$ cat config.mk
export PLATFORM = sky130hd
export DESIGN_NAME = repl_sel
export DESIGN_NICKNAME = d
export VERILOG_FILES = /design/src/rtl/repl_pkg.sv /design/src/rtl/repl_fifo.sv /design/src/rtl/repl_rand.sv /design/src/rtl/repl_lru.sv /design/src/rtl/repl_sel.sv
export SDC_FILE = /design/constraint.sdc
export NUM_CORES = 1
export LEC_CHECK = 0
export ABC_AREA = 1
export ABC_CLOCK_PERIOD_IN_PS = 2500
export BUFFER_PORTS_ARGS = -buffer_cell sky130_fd_sc_hd__buf_2
export CAP_MARGIN = 20
export CORE_ASPECT_RATIO = 0.9
export CORE_MARGIN = 1.5
export CORE_UTILIZATION = 51
export CTS_CLUSTER_SIZE = 24
export DETAILED_ROUTE_END_ITERATION = 6
export PLACE_DENSITY = 0.64
export SLEW_MARGIN = 20
export SYNTH_ARGS = -nofsm -noshare
export SYNTH_HDL_FRONTEND = slang
export SYNTH_SLANG_ARGS = --single-unit
$ cat constraint.sdc
create_clock -name clk -period 2.5 [get_ports clk]
set_clock_uncertainty 0.15 [all_clocks]
set_input_delay 0.25 -clock clk [delete_from_list [all_inputs] [get_ports clk]]
set_output_delay 0.25 -clock clk [all_outputs]
set_load 0.02 [all_outputs]
$ cat src/rtl/repl_pkg.sv
// Shared types for the replacement selector: policy choice and
// the step schedule of the shared random counter.
package repl_pkg;
    typedef enum logic [1:0] {
        POL_FIFO = 2'd0,
        POL_RAND = 2'd1,
        POL_LRU  = 2'd2
    } policy_e;

    typedef enum logic [1:0] {
        STEP_CYCLE = 2'd0,
        STEP_REF   = 2'd1,
        STEP_REPL  = 2'd2
    } rstep_e;
endpackage

$ cat src/rtl/repl_fifo.sv
// Per-set FIFO victim pointers.
// What it does: one wrapping pointer per set names the next way to evict;
// a replacement in a set moves that set's pointer on by one.
// Assumes: SETS is a power of two, WAYS >= 2.
module repl_fifo #(
    parameter int WAYS = 4,
    parameter int SETS = 16,
    localparam int WW = $clog2(WAYS),
    localparam int SW = $clog2(SETS)
) (
    input  logic          clk,
    input  logic          rst_n,
    input  logic          rep_req,
    input  logic [SW-1:0] rep_set,
    output logic [WW-1:0] victim
);
    logic [WW-1:0] ptr_q [SETS];

    function automatic logic [WW-1:0] wrap_inc(input logic [WW-1:0] x);
        return (x == WW'(WAYS - 1)) ? '0 : x + 1'b1;
    endfunction

    // Pointer storage: clear on reset, step the replaced set's pointer.
    always_ff @(posedge clk) begin
        if (!rst_n) begin
            for (int s = 0; s < SETS; s++) ptr_q[s] <= '0;
        end else if (rep_req) begin
            ptr_q[rep_set] <= wrap_inc(ptr_q[rep_set]);
        end
    end

    // Victim read: pointer of the addressed set, before any update.
    always_comb victim = ptr_q[rep_set];
endmodule

$ cat src/rtl/repl_rand.sv
// Shared pseudo-random victim counter.
// What it does: one wrapping counter names the victim for all sets; STEP
// picks whether it steps each clock, each access, or each replacement.
// Assumes: WAYS >= 2.
module repl_rand #(
    parameter int WAYS = 4,
    parameter repl_pkg::rstep_e STEP = repl_pkg::STEP_REPL,
    localparam int WW = $clog2(WAYS)
) (
    input  logic          clk,
    input  logic          rst_n,
    input  logic          acc_vld,
    input  logic          rep_req,
    output logic [WW-1:0] victim
);
    logic [WW-1:0] cnt_q;
    logic          adv;
    logic          unused_ev;

    // Advance schedule chosen by parameter.
    generate
        if (STEP == repl_pkg::STEP_CYCLE) begin : g_cyc
            assign adv = 1'b1;
        end else if (STEP == repl_pkg::STEP_REF) begin : g_ref
            assign adv = acc_vld;
        end else begin : g_rep
            assign adv = rep_req;
        end
    endgenerate

    assign unused_ev = acc_vld ^ rep_req;

    // Counter: clear on reset, wrap at WAYS-1 on each advance.
    always_ff @(posedge clk) begin
        if (!rst_n) begin
            cnt_q <= '0;
        end else if (adv) begin
            cnt_q <= (cnt_q == WW'(WAYS - 1)) ? '0 : cnt_q + 1'b1;
        end
    end

    // Victim read: the counter, for whichever set is asking.
    always_comb victim = cnt_q;
endmodule

$ cat src/rtl/repl_lru.sv
// True LRU order lists.
// What it does: each set keeps its ways ordered from least (entry 0) to
// most (entry WAYS-1) recently used; an access moves the way to the top.
// Assumes: SETS is a power of two, WAYS >= 2, each list is a permutation.
module repl_lru #(
    parameter int WAYS = 4,
    parameter int SETS = 16,
    localparam int WW = $clog2(WAYS),
    localparam int SW = $clog2(SETS)
) (
    input  logic          clk,
    input  logic          rst_n,
    input  logic          acc_vld,
    input  logic [SW-1:0] acc_set,
    input  logic [WW-1:0] acc_way,
    input  logic [SW-1:0] rep_set,
    output logic [WW-1:0] victim
);
    typedef logic [WAYS-1:0][WW-1:0] order_t;

    order_t ord_q [SETS];
    order_t ord_nxt;

    function automatic order_t promote(input order_t old, input logic [WW-1:0] w);
        order_t n;
        int     pos;
        pos = WAYS - 1;
        for (int i = 0; i < WAYS; i++) begin
            if (old[i] == w) pos = i;
        end
        for (int i = 0; i < WAYS - 1; i++) begin
            n[i] = (i < pos) ? old[i] : old[i+1];
        end
        n[WAYS-1] = w;
        return n;
    endfunction

    // Reordered list of the accessed set.
    always_comb ord_nxt = promote(ord_q[acc_set], acc_way);

    // List storage: identity order on reset, promote on access.
    always_ff @(posedge clk) begin
        if (!rst_n) begin
            for (int s = 0; s < SETS; s++) begin
                for (int i = 0; i < WAYS; i++) ord_q[s][i] <= WW'(i);
            end
        end else if (acc_vld) begin
            ord_q[acc_set] <= ord_nxt;
        end
    end

    // Victim read: least recently used entry of the addressed set.
    always_comb victim = ord_q[rep_set][0];
endmodule

$ cat src/rtl/repl_sel.sv
// Replacement selector top.
// What it does: instantiates the policy engine chosen by POLICY and
// returns the victim way for rep_set in the same cycle.
// Assumes: accesses report hits and fills; the cache handles invalid ways.
module repl_sel #(
    parameter int WAYS = 4,
    parameter int SETS = 16,
    parameter repl_pkg::policy_e POLICY = repl_pkg::POL_LRU,
    parameter repl_pkg::rstep_e  STEP   = repl_pkg::STEP_REPL,
    localparam int WW = $clog2(WAYS),
    localparam int SW = $clog2(SETS)
) (
    input  logic          clk,
    input  logic          rst_n,
    input  logic          acc_vld,
    input  logic [SW-1:0] acc_set,
    input  logic [WW-1:0] acc_way,
    input  logic          rep_req,
    input  logic [SW-1:0] rep_set,
    output logic [WW-1:0] victim
);
    generate
        if (POLICY == repl_pkg::POL_FIFO) begin : g_fifo
            logic unused_acc;
            assign unused_acc = ^{acc_vld, acc_set, acc_way};
            repl_fifo #(.WAYS(WAYS), .SETS(SETS)) u_eng (
                .clk(clk), .rst_n(rst_n), .rep_req(rep_req),
                .rep_set(rep_set), .victim(victim)
            );
        end else if (POLICY == repl_pkg::POL_RAND) begin : g_rand
            logic unused_idx;
            assign unused_idx = ^{acc_set, acc_way, rep_set};
            repl_rand #(.WAYS(WAYS), .STEP(STEP)) u_eng (
                .clk(clk), .rst_n(rst_n), .acc_vld(acc_vld),
                .rep_req(rep_req), .victim(victim)
            );
        end else begin : g_lru
            logic unused_rep;
            assign unused_rep = rep_req;
            repl_lru #(.WAYS(WAYS), .SETS(SETS)) u_eng (
                .clk(clk), .rst_n(rst_n), .acc_vld(acc_vld),
                .acc_set(acc_set), .acc_way(acc_way),
                .rep_set(rep_set), .victim(victim)
            );
        end
    endgenerate
endmodule

==> summary.md <==
| Metric | Value |
|---|---|
| Num CTS Buffers | `17` |
| Placed instance count | `slightly above 1000` |
| Via density per instance | `approximately 5.7` |
| CP peak stage delay | `between 0.3 and 0.4 ns` |
| Worst Setup End Kind | `flip-flop` |
| Clock share of power | `around 40%` |
| Max VDD drop | `approximately 0.00066 V` |
| Final setup fails | `0` |
| Yosys top cell by area | `edfxtp_1` |
| Flop pwr share | `43.2%` |
| Die height | `~110 um` |
| GR Overflow Total | `0` |
| Overall via count from detail_route | `slightly below 6000` |
| Sequential area share after synthesis | `57.2%` |
| # Max-Cap Violations | `0` |
| # H-tree levels | `4` |
| Synth Warn # | `0` |
| CP cell instances | `nand2_1 -> nand2_1 -> nand2_1 -> nand3_1 -> nand2_1 -> nand2_1 -> nor2_1 -> nand2_1 -> nand2_1 -> nand2_1 -> nand2_1 -> inv_2 -> nand2_2 -> nand2_2 -> nand2_4 -> nor2_1` |
| Largest net degree at the start of global routing | `27` |
| Clock Path Buffers | `2` |
| Fin cells | `between 1000 and 1500` |
| Status | `finished, violations left` |
| Yosys top cell area share | `between 50% and 60%` |
| Post-route antenna net violation count | `0` |
| RSZ-0062 raised after global routing | `false` |
| DR iter-0 viols | `about 650` |
| Die W | `124 um` |
| Post-Syn Area | `0.00672 mm^2` |
| Max FFs per register | `128` |
| Largest registers | `g_lru.u_eng.ord_q: 128 flops` |
| Core Area | `roughly 0.013 mm^2` |
| Setup CP Type | `flip-flop to flip-flop` |
| Failing checks | `DRC` |
| Layout cells sized above 1 | `about 14%` |
| Syn Area/Cell | `8.35 um^2` |
| Crit path buffers/inverters | `1` |
| Initial antenna violation count | `0` |
| Largest reg by FF count | `g_lru.u_eng.ord_q` |
| Postcts setup bufs | `0` |
| HPWL Detailed | `about 13000 um` |
| Net switching share of the total power | `27.0%` |
| Vias in the first global route | `around 5600` |
| Die area | `~0.014 mm^2` |
| NumNets Final | `around 880` |
| WL final | `around 19000 um` |
| Gpl congestion | `between 0.8 and 0.9` |
| Worst Tran Pin Value | `around 0.42 ns` |
| Setup WS pre-CTS | `-0.145 ns` |
| Max Clk Rate | `about 420 MHz` |
| First-pass GRT wire length | `29600 um` |
| Synth-to-layout area growth | `17.9%` |
| Switching Power | `approximately 1.5 mW` |
| Reg clk slew, reported paths | `0.05 ns` |
| Internal power | `4.18 mW` |
| Clock root buffer | `clkbuf_16` |
| Combinational share of power | `roughly 16%` |
| Worst path required time | `2.52 ns` |
| Port-buffer cells | `14` |
| Delay-heaviest family, CP | `simple AND/OR/NAND/NOR gates` |
| Row Count | `39` |
| CTS tree | `yes` |
| WP data arrival | `roughly 2.4 ns` |
| Max-slew violation count | `0` |
| Final period utilization | `94.7%` |
| Crit path max-delay cell type | `edfxtp_1` |
| Syn_nets | `819` |
| Initial core utilization | `52.6%` |
| TritonRoute pass-1 iters | `7` |
| Post-DR wirelength/cell | `between 15 and 20 um` |
| Pwr dens | `722 mW/mm^2` |
| Fin worst setup slack | `around 0.13 ns` |
| Clk sink count | `128` |
| Final Hold Vio Count | `0` |
| I/O pins | `16` |
| Top cells by area, synth | `edfxtp_1 (57%), nand2_1 (22%), nor2_1 (5.8%), nand3_1 (3.4%), buf_6 (2.0%)` |
| Pleak | `roughly 3.4 nW` |
| Library cells used by synthesis | `24` |
| Post-Syn Instances | `~800` |
| Synthesized flop and latch total | `roughly 130` |
| CP Max Fanout | `8` |
| Clock Latency Late Sink | `0.42 ns` |
| Hold WS | `roughly 0.34 ns` |
| Hold crit path type | `input port to flip-flop` |
| Worst path most repeated cell | `nand2_1` |
| Relative slew slack | `between 70% and 80%` |
| Inserted Diodes | `0` |
| Setup crit start kind | `flip-flop` |
| Tmin final | `between 2 and 2.5 ns` |
| Drt drc | `3` |
| GRT Resource Usage Total | `between 20% and 30%` |
==> repair_timing <==
action,CTS,global route
endpoints found under the setup margin,0,9
resized for setup,0,6
hold buffers,0,0
==> worst paths after layout <==
check | from | to | slack (ns) | cells past startpoint
max reg2reg | g_lru.u_eng.ord_q[15][5] | g_lru.u_eng.ord_q[7][3] | 0.13 | 16
max | g_lru.u_eng.ord_q[15][5] | g_lru.u_eng.ord_q[7][3] | 0.13 | 16
min | acc_vld | g_lru.u_eng.ord_q[15][6] | 0.34 | 6
min reg2reg | g_lru.u_eng.ord_q[0][5] | g_lru.u_eng.ord_q[9][5] | 1.03 | 10
==> placed cells by master, fill, tap and decap left out, types with 3 or more instances in the layout <==
| master | Yosys | routed |
|---|---|---|
| a21oi_1 | 7 | 7 |
| buf_12 | 0 | 12 |
| buf_2 | 12 | 14 |
| buf_4 | 4 | 47 |
| clkbuf_16 | 0 | 17 |
| clkinv_1 | 1 | 5 |
| clkinv_2 | 0 | 3 |
| clkinvlp_4 | 0 | 3 |
| edfxtp_1 | 128 | 128 |
| inv_1 | 35 | 35 |
| inv_2 | 3 | 3 |
| nand2_1 | 389 | 388 |
| nand2_2 | 8 | 9 |
| nand3_1 | 45 | 44 |
| nand3_2 | 3 | 3 |
| nor2_1 | 104 | 104 |
| nor2_2 | 3 | 3 |
| o21ai_0 | 22 | 21 |
| o21ai_1 | 8 | 9 |
| o221ai_1 | 6 | 6 |
==> per-stage QoR <==
stage	area, um^2	util (%)	TNS, ns	total power [mW]
CTS	7890	61.7	0	5.68
global placement	7340	57.4	-2.82	3.35
global route	7930	62.0	0	5.90
floorplan	6720	-	0	3.01
finish	7930	62.0	0	5.73
detailed placement	7340	57.4	-8.25	3.37
==> layer usage <==
| layer | routed length [um] | track usage (%) | up-vias |
|---|---|---|---|
| met3 | 1750 | 6.05 | 56 |
| met4 | 636 | 12.2 | 0 |
| met2 | 8710 | 43.9 | 316 |
| met5 | 0 | 0 | - |
| li1 | - | - | 2732 |
| met1 | 8110 | 41.0 | 2782 |
==> Yosys cell counts <==
cell	n
nand2_1	389
edfxtp_1	128
nor2_1	104
nand3_1	45
inv_1	35
o21ai_0	22
buf_2	12
buf_6	12
nand2_2	8
o21ai_1	8
a21oi_1	7
clkbuf_1	7
o221ai_1	6
buf_4	4
inv_2	3
nand3_2	3
nor2_2	3
nand4_1	2
nor2_4	2
clkinv_1	1
inv_4	1
nand2_4	1
o211ai_1	1
o21ai_2	1
==> worst reg2reg max path: stages, from the launching register on <==
cell      delay, ns
edfxtp_1       0.37
nand2_1        0.07
nand2_1        0.06
nand2_1        0.07
nand3_1        0.09
nand2_1        0.09
nand2_1        0.15
nor2_1         0.17
nand2_1        0.06
nand2_1        0.07
nand2_1        0.08
nand2_1        0.09
inv_2          0.08
nand2_2        0.08
nand2_2        0.14
nand2_4        0.21
nor2_1         0.07
==> power by group through the flow <==
stage	registers, mW	clock network [mW]	logic [mW]
2_1_floorplan	2.51	0	0.502
3_3_place_gp	2.51	0	0.833
3_5_place_dp	2.52	0	0.850
4_1_cts	2.48	2.35	0.855
5_1_grt	2.48	2.44	0.967
6_report	2.48	2.35	0.906
==> layout make-up <==
cell class | count | area [um^2]
Clock buffer | 19 | 433
Inverter | 40 | 153
Tap cell | 164 | 205
Multi-Input combinational cell | 603 | 2510
Clock inverter | 13 | 121
Fill cell | 1110 | 4860
Sequential cell | 128 | 3840
Timing Repair Buffer | 73 | 663
==> kinds of logic (layout without fill, tap and decap cells) <==
logic type	after synthesis	in the layout	share of synthesized area [%]
AO/OA/AOI/OAI	45	45	3.78
AND/OR/NAND/NOR	557	558	33.0
buffers and inverters	75	145	6.01
flip-flops	128	128	57.2
Note: power is estimated with default switching activity, not from simulation.
